<file path="config.mk">
export PLATFORM = sky130hd
export DESIGN_NAME = spi_rom_reader
export DESIGN_NICKNAME = d
export VERILOG_FILES = /design/src/rtl/spi_rom_pkg.sv /design/src/rtl/spi_rom_tick.sv /design/src/rtl/spi_rom_shift.sv /design/src/rtl/spi_rom_ctrl.sv /design/src/rtl/spi_rom_reader.sv
export SDC_FILE = /design/constraint.sdc
export NUM_CORES = 1
export LEC_CHECK = 0
export BUFFER_PORTS_ARGS = -buffer_cell sky130_fd_sc_hd__buf_2
export CAP_MARGIN = 20
export CORE_AREA = 2 2 85 87
export CTS_CLUSTER_DIAMETER = 40
export DETAILED_ROUTE_END_ITERATION = 16
export DIE_AREA = 0 0 87 89
export GPL_TIMING_DRIVEN = 0
export SKIP_LAST_GASP = 1
export SYNTH_ARGS = -nofsm -noshare
export SYNTH_HDL_FRONTEND = slang
export SYNTH_SLANG_ARGS = --single-unit
</file>
<file path="constraint.sdc">
create_clock -name clk -period 2.6 [get_ports clk]
set_clock_uncertainty 0.05 [all_clocks]
set_input_delay 0.13 -clock clk [delete_from_list [all_inputs] [get_ports clk]]
set_output_delay 0.13 -clock clk [all_outputs]
set_load 0.02 [all_outputs]
</file>
<file path="src/rtl/spi_rom_pkg.sv">
// Shared constants and state encoding for the serial EEPROM reader.
// Assumes 8-bit addresses and data, as the supported devices use.
package spi_rom_pkg;
    localparam int BYTE_W      = 8;
    localparam int WAKE_PHASES = 4;
    localparam int FRAME_W     = 2 * BYTE_W;
    localparam int READ_BITS   = 3 * BYTE_W;
    localparam int STAT_BITS   = 2 * BYTE_W;
    localparam int BITCNT_W    = $clog2(READ_BITS);

    localparam logic [BYTE_W-1:0] CMD_READ = 8'h03;
    localparam logic [BYTE_W-1:0] CMD_STAT = 8'h05;

    typedef enum logic [2:0] {
        ST_IDLE,
        ST_WAKE,
        ST_BIT_LO,
        ST_BIT_HI,
        ST_GAP
    } seq_state_t;
endpackage

</file>
<file path="src/rtl/spi_rom_tick.sv">
// Half-period timer: pulses tick once every HALF_PERIOD cycles while run
// is high, starting a fresh period whenever run is low.
// Assumes HALF_PERIOD >= 1.
module spi_rom_tick #(
    parameter int HALF_PERIOD = 5
) (
    input  logic clk,
    input  logic rst_n,
    input  logic run,
    output logic tick
);
    generate
        if (HALF_PERIOD == 1) begin : g_every
            // Every running cycle ends a phase.
            assign tick = run;
        end else begin : g_count
            localparam int CNT_W = $clog2(HALF_PERIOD);
            localparam logic [CNT_W-1:0] LAST = CNT_W'(HALF_PERIOD - 1);
            logic [CNT_W-1:0] cnt;

            // Count cycles within a phase; clear while stopped.
            always_ff @(posedge clk) begin
                if (!rst_n || !run) begin
                    cnt <= '0;
                end else if (cnt == LAST) begin
                    cnt <= '0;
                end else begin
                    cnt <= cnt + 1'b1;
                end
            end

            assign tick = run && (cnt == LAST);
        end
    endgenerate
endmodule

</file>
<file path="src/rtl/spi_rom_shift.sv">
// Transmit and receive shift registers for one link transaction.
// The transmit register is loaded with command and address and shifts
// MSB first; zeros fill in behind, so the data line idles low once
// the frame is out. The receive register takes one bit per sample.
module spi_rom_shift
    import spi_rom_pkg::*;
(
    input  logic               clk,
    input  logic               rst_n,
    input  logic               load,
    input  logic [FRAME_W-1:0] load_word,
    input  logic               shift,
    input  logic               sample,
    input  logic               miso,
    output logic               mosi,
    output logic [BYTE_W-1:0]  rx
);
    logic [FRAME_W-1:0] tx;

    // Outgoing frame: load, then move one bit per clock period.
    always_ff @(posedge clk) begin
        if (!rst_n) begin
            tx <= '0;
        end else if (load) begin
            tx <= load_word;
        end else if (shift) begin
            tx <= {tx[FRAME_W-2:0], 1'b0};
        end
    end

    // Incoming bits, MSB first.
    always_ff @(posedge clk) begin
        if (!rst_n) begin
            rx <= '0;
        end else if (sample) begin
            rx <= {rx[BYTE_W-2:0], miso};
        end
    end

    assign mosi = tx[FRAME_W-1];
endmodule

</file>
<file path="src/rtl/spi_rom_ctrl.sv">
// Request sequencer. Accepts a request while idle, runs the wake-up
// clocks with chip select high, then one transaction per byte with a
// one-phase gap between them. Every state change waits for a tick from
// the half-period timer. Assumes miso is already synchronous to clk.
module spi_rom_ctrl
    import spi_rom_pkg::*;
(
    input  logic               clk,
    input  logic               rst_n,
    input  logic               start,
    input  logic [BYTE_W-1:0]  addr,
    input  logic [BYTE_W-1:0]  count,
    input  logic               is_status,
    input  logic               tick,
    output logic               busy,
    output logic               data_valid,
    output logic               done,
    output logic               cs_n,
    output logic               sck,
    output logic               load,
    output logic [FRAME_W-1:0] load_word,
    output logic               shift,
    output logic               sample
);
    localparam logic [1:0] WAKE_LAST = 2'(WAKE_PHASES - 1);
    localparam logic [BITCNT_W-1:0] READ_LAST = BITCNT_W'(READ_BITS - 1);
    localparam logic [BITCNT_W-1:0] STAT_LAST = BITCNT_W'(STAT_BITS - 1);

    seq_state_t          state;
    logic [1:0]          wake_cnt;
    logic [BITCNT_W-1:0] bit_cnt;
    logic [BYTE_W-1:0]   cur_addr;
    logic [BYTE_W-1:0]   remain;
    logic                stat_q;
    logic [BITCNT_W-1:0] last_bit;
    logic [BYTE_W-1:0]   next_addr;
    logic                at_last_bit;

    assign busy        = (state != ST_IDLE);
    assign last_bit    = stat_q ? STAT_LAST : READ_LAST;
    assign at_last_bit = (bit_cnt == last_bit);

    // Shifter controls derived from the current phase.
    always_comb begin
        sample    = tick && (state == ST_BIT_HI);
        shift     = sample && !at_last_bit;
        load      = tick && (((state == ST_WAKE) && (wake_cnt == WAKE_LAST)) ||
                             ((state == ST_GAP) && (remain != 8'd1)));
        next_addr = (state == ST_GAP) ? cur_addr + 1'b1 : cur_addr;
        load_word = stat_q ? {CMD_STAT, {BYTE_W{1'b0}}} : {CMD_READ, next_addr};
    end

    // Phase sequencing and link line levels.
    always_ff @(posedge clk) begin
        if (!rst_n) begin
            state      <= ST_IDLE;
            wake_cnt   <= '0;
            bit_cnt    <= '0;
            cur_addr   <= '0;
            remain     <= '0;
            stat_q     <= 1'b0;
            cs_n       <= 1'b1;
            sck        <= 1'b0;
            data_valid <= 1'b0;
            done       <= 1'b0;
        end else begin
            data_valid <= 1'b0;
            done       <= 1'b0;
            case (state)
                ST_IDLE: begin
                    if (start) begin
                        if (count == '0) begin
                            done <= 1'b1;
                        end else begin
                            state    <= ST_WAKE;
                            wake_cnt <= '0;
                            cur_addr <= addr;
                            remain   <= count;
                            stat_q   <= is_status;
                            sck      <= 1'b1;
                        end
                    end
                end
                ST_WAKE: begin
                    if (tick) begin
                        if (wake_cnt == WAKE_LAST) begin
                            state   <= ST_BIT_LO;
                            bit_cnt <= '0;
                            cs_n    <= 1'b0;
                            sck     <= 1'b0;
                        end else begin
                            wake_cnt <= wake_cnt + 1'b1;
                            sck      <= ~sck;
                        end
                    end
                end
                ST_BIT_LO: begin
                    if (tick) begin
                        state <= ST_BIT_HI;
                        sck   <= 1'b1;
                    end
                end
                ST_BIT_HI: begin
                    if (tick) begin
                        sck <= 1'b0;
                        if (at_last_bit) begin
                            state      <= ST_GAP;
                            cs_n       <= 1'b1;
                            data_valid <= 1'b1;
                        end else begin
                            state   <= ST_BIT_LO;
                            bit_cnt <= bit_cnt + 1'b1;
                        end
                    end
                end
                ST_GAP: begin
                    if (tick) begin
                        if (remain == 8'd1) begin
                            state <= ST_IDLE;
                            done  <= 1'b1;
                        end else begin
                            state    <= ST_BIT_LO;
                            remain   <= remain - 1'b1;
                            cur_addr <= next_addr;
                            bit_cnt  <= '0;
                            cs_n     <= 1'b0;
                        end
                    end
                end
                default: state <= ST_IDLE;
            endcase
        end
    end
endmodule

</file>
<file path="src/rtl/spi_rom_reader.sv">
// Top level of the serial EEPROM reader: timer, sequencer and shifter.
// HALF_PERIOD sets each serial clock half-period in system cycles.
module spi_rom_reader #(
    parameter int HALF_PERIOD = 5
) (
    input  logic       clk,
    input  logic       rst_n,
    input  logic       start,
    input  logic [7:0] addr,
    input  logic [7:0] count,
    input  logic       is_status,
    output logic       busy,
    output logic [7:0] data_out,
    output logic       data_valid,
    output logic       done,
    output logic       spi_cs_n,
    output logic       spi_sck,
    output logic       spi_mosi,
    input  logic       spi_miso
);
    import spi_rom_pkg::*;

    logic               tick;
    logic               load;
    logic               shift;
    logic               sample;
    logic [FRAME_W-1:0] load_word;

    spi_rom_tick #(.HALF_PERIOD(HALF_PERIOD)) u_tick (
        .clk   (clk),
        .rst_n (rst_n),
        .run   (busy),
        .tick  (tick)
    );

    spi_rom_ctrl u_ctrl (
        .clk        (clk),
        .rst_n      (rst_n),
        .start      (start),
        .addr       (addr),
        .count      (count),
        .is_status  (is_status),
        .tick       (tick),
        .busy       (busy),
        .data_valid (data_valid),
        .done       (done),
        .cs_n       (spi_cs_n),
        .sck        (spi_sck),
        .load       (load),
        .load_word  (load_word),
        .shift      (shift),
        .sample     (sample)
    );

    spi_rom_shift u_shift (
        .clk       (clk),
        .rst_n     (rst_n),
        .load      (load),
        .load_word (load_word),
        .shift     (shift),
        .sample    (sample),
        .miso      (spi_miso),
        .mosi      (spi_mosi),
        .rx        (data_out)
    );
endmodule

</file>
* After elaboration in Yosys (flattened, before gate mapping) *
Cells that the tools add are included.
W data, S select, Z words.

storage, ports and cells
  memory bits (read-only) = 0
  RAM bits = 0
  bits of input ports = 21
  output and inout port bits = 14
  flip-flop bits (word level) = 58
  word-level logic and storage cells = 125
  memories = 0
  latch bits = 0

operators by class
  add/sub/neg operators = 5
  divide/modulo/power cells = 0
  order comparisons = 0
  shift operators = 0
  bitwise operators = 2
  multiplexer cells = 57
  eq/ne operators = 20
  multipliers = 0
  reduce and logical (&&, ||, !) cells = 28

operators with widths
  kind                   number
  $mux W8                9
  $mux W5                7
  $mux W16               2
  $pmux W8 S2            2
  $mux W3                8
  $reduce_and A7 Y1      3
  $mux W1                17
  $pmux W3 S5            1
  $pmux W5 S3            1
  $ne A2 B2 Y1 const B   6
  $mux W11               1
  $mux W2                5
  $ne A2 B1 Y1 const B   5
  $reduce_and A5 Y1      2
  $add A8 B1 Y8 const B  1
  $eq A8 B1 Y1 const B   1
  $logic_not A8 Y1       1
  $ne A8 B1 Y1 const B   1
  $sub A8 B1 Y8 const B  1
  $eq A3 B2 Y1 const B   2
  $eq A3 B3 Y1 const B   2
  $logic_and A1 B1 Y1    6
  $reduce_and A3 Y1      2
  $reduce_and A6 Y1      1
  18 further kinds       25

* Depth between registers and ports, before layout *
  depth in word-level cells = 6
  gate-level depth with buffers = 9
  depth with buffers taken out = 7

* Cells and area by module *
A second synthesis with hierarchy kept.

second synthesis, totals
  cells, all modules = 391
  area, all modules = 3,498.4 um2

modules (own cells, without submodules)
  module         cells each  seq. area each (um2)  instances  area each (um2)
  spi_rom_ctrl   280         620.6                 1          2,212.1
  spi_rom_shift  96          480.5                 1          1,141.1
  spi_rom_tick   15          60.1                  1          145.1

* Least setup slack after synthesis *
No wires, ideal clock.

  path kind = reg2reg
  start point = register u_tick.g_count.cnt[0]
  end point = register u_ctrl.bit_cnt[3]
  setup slack = 619 ps
  required time = 2,478 ps
  buffers on the path = 2
  cell stages (with the launch flop) = 10
  arrival time = 1,859 ps
  period minus slack after synthesis = 1,981 ps
  path through = dfxtp_1 inv_1 ha_1 and2_1 clkbuf_1 nor2_1 o21a_1 buf_2 or4_1 a21oi_1

between the ends
  word-level cells in the longest chain between the ends = 4

RTL lines
  element                        RTL line             source
  from (decl)                    spi_rom_tick.sv:19   logic [CNT_W-1:0] cnt;
  from (signal assigned)         spi_rom_tick.sv:28   cnt <= cnt + 1'b1;
  $eq A3 B3 Y1 *                 spi_rom_tick.sv:32   assign tick = run && (cnt == LAST);
  $logic_and A1 B1 Y1 *          spi_rom_tick.sv:32
  $ne A2 B1 Y1 (no line)         n/a
  $reduce_and A7 Y1 (no line) *  n/a
  to (signal assigned)           spi_rom_ctrl.sv:112  bit_cnt <= bit_cnt + 1'b1;
  to (decl)                      spi_rom_ctrl.sv:31   logic [BITCNT_W-1:0] bit_cnt;

Mark *: on every way between the ends. The rest lies on a longest branch, timed or not.
A chain may end at the register's enable or synchronous reset.

* Worst setup path after layout *
  start point = register u_ctrl.remain[2]
  end point = register u_ctrl.remain[5]

between the ends
  word-level cells in the longest chain between the ends = 4

RTL lines
  element                 RTL line             source
  from (decl)             spi_rom_ctrl.sv:33   logic [BYTE_W-1:0] remain;
  from (signal assigned)  spi_rom_ctrl.sv:78   remain <= count;
  from (signal assigned)  spi_rom_ctrl.sv:123  remain <= remain - 1'b1;
  $sub A8 B1 Y8           spi_rom_ctrl.sv:123
  $mux W8                 spi_rom_ctrl.sv:118  if (remain == 8'd1) begin
  $mux W8                 spi_rom_ctrl.sv:117  if (tick) begin
  $pmux W8 S2             spi_rom_ctrl.sv:69   case (state)

Several ways; a longest one is shown, not always the timed one. The select of a mux whose other input is x is not followed.

==> results.sh <==
export IMPL_drc=0
export IMPL_synth_edf_count=0
export IMPL_critPathKind="flip-flop to flip-flop"
export IMPL_p_seq_frac=0.449
export IMPL_viasPerCell=5.66
export IMPL_synth_cells=380
export IMPL_cp_data_required_time_ns=2.81
export IMPL_cts_buffer_depth=2
export IMPL_hold_violations=0
export IMPL_finalCriticalPeriod_ns=2.37
export IMPL_fin_tns_setup_ns=0
export IMPL_endpoint_kind="flip-flop"
export IMPL_p_leak_nw=1.30
export IMPL_core_region_area_mm2=0.00672
export IMPL_slowest_delay_ns=0.54
export IMPL_final_antenna_net_count=0
export IMPL_wl_per_cell_um=15.4
export IMPL_wirelength_mm=7.86
export IMPL_rsz0062_at_grt="false"
export IMPL_yosysTopAreaCell="dfxtp_1"
export IMPL_globalRoute_totalOverflow=0
export IMPL_synth_async_reset_ratio=0
export IMPL_cts_made_buffers=9
export IMPL_ys_types=55
export IMPL_cp_slowest_cell="o21ai_1"
export IMPL_hold_path_class="input port to flip-flop"
export IMPL_clk_pin_slew_ns=0.07
export IMPL_status="finished, final reports clean"
export IMPL_ir_worst_vdd_mv=0.316
export IMPL_drt_initial_drc_count=87
export IMPL_synth_nets=408
export IMPL_worstPathArrival_ns=2.59
export IMPL_chipHeight_um=89
export IMPL_grt_total_usage=0.216
export IMPL_critPathLaunchType="flip-flop"
export IMPL_setup_viol=0
export IMPL_initial_core_util=0.448
export IMPL_timing_critical_path_mode_cell="a21oi_1"
export IMPL_die_area_mm2=0.00774
export IMPL_root_buffer="clkbuf_8"
export IMPL_clockPowerShare=0.432
export IMPL_multi_input_comb_area_mm2=0.00173
export IMPL_preCtsSetupSlack_ns=0.135
export IMPL_yosysSeqAreaShare=0.386
export IMPL_synth_ff_type="dfxtp_1"
export IMPL_nFillCells=678
export IMPL_routabilityCongestion=0.846
export IMPL_grt_pass1_wl_mm=13.0
export IMPL_cts_sinks=58
export IMPL_p_switching_mw=0.574
export IMPL_synth_top_area_frac=0.386
export IMPL_p_per_area_mw_per_mm2=605
export IMPL_crit_chain="nor4_4 > a21oi_1 > o21ai_1 > clkbuf_1 > o21ai_0 > a21oi_1"
export IMPL_syn_avg_cell_area_um2=7.93
export IMPL_tightestPinTransition_ns=0.741
export IMPL_syn_area_mm2=0.00301
export IMPL_crit_buf_inv=1
export IMPL_switching_share=0.270
export IMPL_area_sequential_mm2=0.00116
export IMPL_die_x_um=87
export IMPL_grt_pass1_vias=2710
export IMPL_ys_top_cells_by_count="dfxtp_1 (58), nand2_1 (52), a21oi_1 (51)"
export IMPL_io_buffer_count=34
export IMPL_maxCapViolCount=0
export IMPL_vias=2894
export IMPL_insertedDiodeCount=0
export IMPL_dp_hpwl_mm=5.59
export IMPL_ys_seq_elements=58
export IMPL_synth_most_common_cell="dfxtp_1"
export IMPL_grt_max_degree=12
export IMPL_cp_top_family="compound AO/OA/AOI/OAI gates"
export IMPL_yosys_warnings=0
export IMPL_ff2ff_setup_slack_ns=0.23
export IMPL_min_period_over_period=0.912
export IMPL_drive_gt1_frac=0.160
export IMPL_nNetsFinal=454
export IMPL_synth_top_cells_by_area="dfxtp_1 (39%), a21oi_1 (8.5%), nand2_1 (6.5%)"
export IMPL_max_slew_margin=0.506
export IMPL_path_max_fanout=10
export IMPL_post_cts_setup_buffers=0
export IMPL_postLayoutSetupSlackWorst_ns=0.228
export IMPL_cts_tree="yes"
export IMPL_num_rows=30
export IMPL_p_int_mw=1.55
export IMPL_area_growth_pct=16.6
export IMPL_antenna_found_initial=0
export IMPL_fmax_mhz=422
export IMPL_num_io_pins=35
export IMPL_slew_violations=0
export IMPL_cts_htree_levels=3
export IMPL_insertion_delay_ns=0.34
export IMPL_combinationalPowerShare=0.119
export IMPL_drtPass1Iterations=4
registers in the layout, indices dropped and copies added (netlist names):
name	cells
u_ctrl.state	3
u_ctrl.data_valid	1
u_ctrl.done	1
u_shift.rx	8
u_ctrl.bit_cnt	5
u_ctrl.cur_addr	8
u_ctrl.cs_n	1
u_ctrl.sck	1
u_tick.g_count.cnt	3
u_ctrl.remain	8
u_ctrl.wake_cnt	2
u_ctrl.stat_q	1
u_shift.tx	16
placed cells by master (no fill, tap or decap), drive strengths merged, types with 4 or more instances in the layout:
cell type,count
a21oi,51
a311oi,10
buf,42
clkbuf,24
dfxtp,58
ha,7
inv,7
mux2i,7
nand2,52
nand2b,4
nand3,14
nand4,4
nor2,35
nor4,6
o21a,6
o21ai,31
o31ai,6
or4,9
xnor2,4
xor2,4
repair_timing:
item / CTS / global route
resized for setup: 0 / 2
endpoints found under the hold margin: 1 / 0
endpoints found under the setup margin: 0 / 9
hold buffers: 1 / 0
per-layer routing:
| layer | wire length, um | global-route usage | vias to the layer above |
|---|---|---|---|
| met1 | 3930 | 0.293 | 1348 |
| li1 | - | - | 1475 |
| met4 | 133 | 0.0952 | 0 |
| met3 | 289 | 0.0332 | 11 |
| met2 | 3500 | 0.341 | 60 |
| met5 | 0 | 0 | - |
kinds of logic after synthesis:
logic type	after synthesis	share of synthesized area
XOR/XNOR	8	0.0233
adder cells (fa/ha/maj)	7	0.0291
AND/OR/NAND/NOR	146	0.242
flip-flops	58	0.386
AO/OA/AOI/OAI	124	0.257
buffers and inverters	30	0.0403
multiplexers	7	0.0233
power by group through the flow:
stage                     Combinational (mW)  Sequential (mW)  Clock [mW]
after floorplan                        0.172            0.968           0
after global placement                 0.245            0.973           0
after detailed placement               0.249            0.973           0
after CTS                              0.251            0.953       0.934
after global routing                   0.283            0.958       0.976
final                                  0.253            0.953       0.919
tightest hold or removal path: stages:
cell and delay, ns:
buf_2 0.10, nand2_1 0.05, a311oi_1 0.08
cell type report:
| type | instances | area share |
|---|---|---|
| sequential | 58 | 0.331 |
| clock inverter | 7 | 0.0267 |
| multi-input combinational | 292 | 0.493 |
| inverter | 7 | 0.00748 |
| clock buffer | 9 | 0.0353 |
| timing repair buffer | 35 | 0.0513 |
| tap | 80 | 0.0285 |
| buffer | 23 | 0.0274 |
through the flow:
step	cells	hold WS (ns)	power, mW	utilization	instance area, um^2
after floorplan	380	0.216	1.14	-	3010
after global placement	494	0.325	1.22	0.488	3280
after detailed placement	494	0.335	1.22	0.488	3280
after CTS	511	0.00124	2.14	0.522	3510
after global routing	511	0.00964	2.22	0.523	3510
final	511	0.0210	2.13	0.523	3510
final timing paths:
path | startpoint | to | cells past startpoint
min reg2reg | u_shift.rx[6] | u_shift.rx[7] | 2
max reg2reg | u_ctrl.remain[2] | u_ctrl.remain[5] | 6
min | addr[1] | u_ctrl.cur_addr[1] | 3
max | u_ctrl.remain[2] | u_ctrl.remain[5] | 6
No activity file was read; power rests on OpenSTA's default activity.
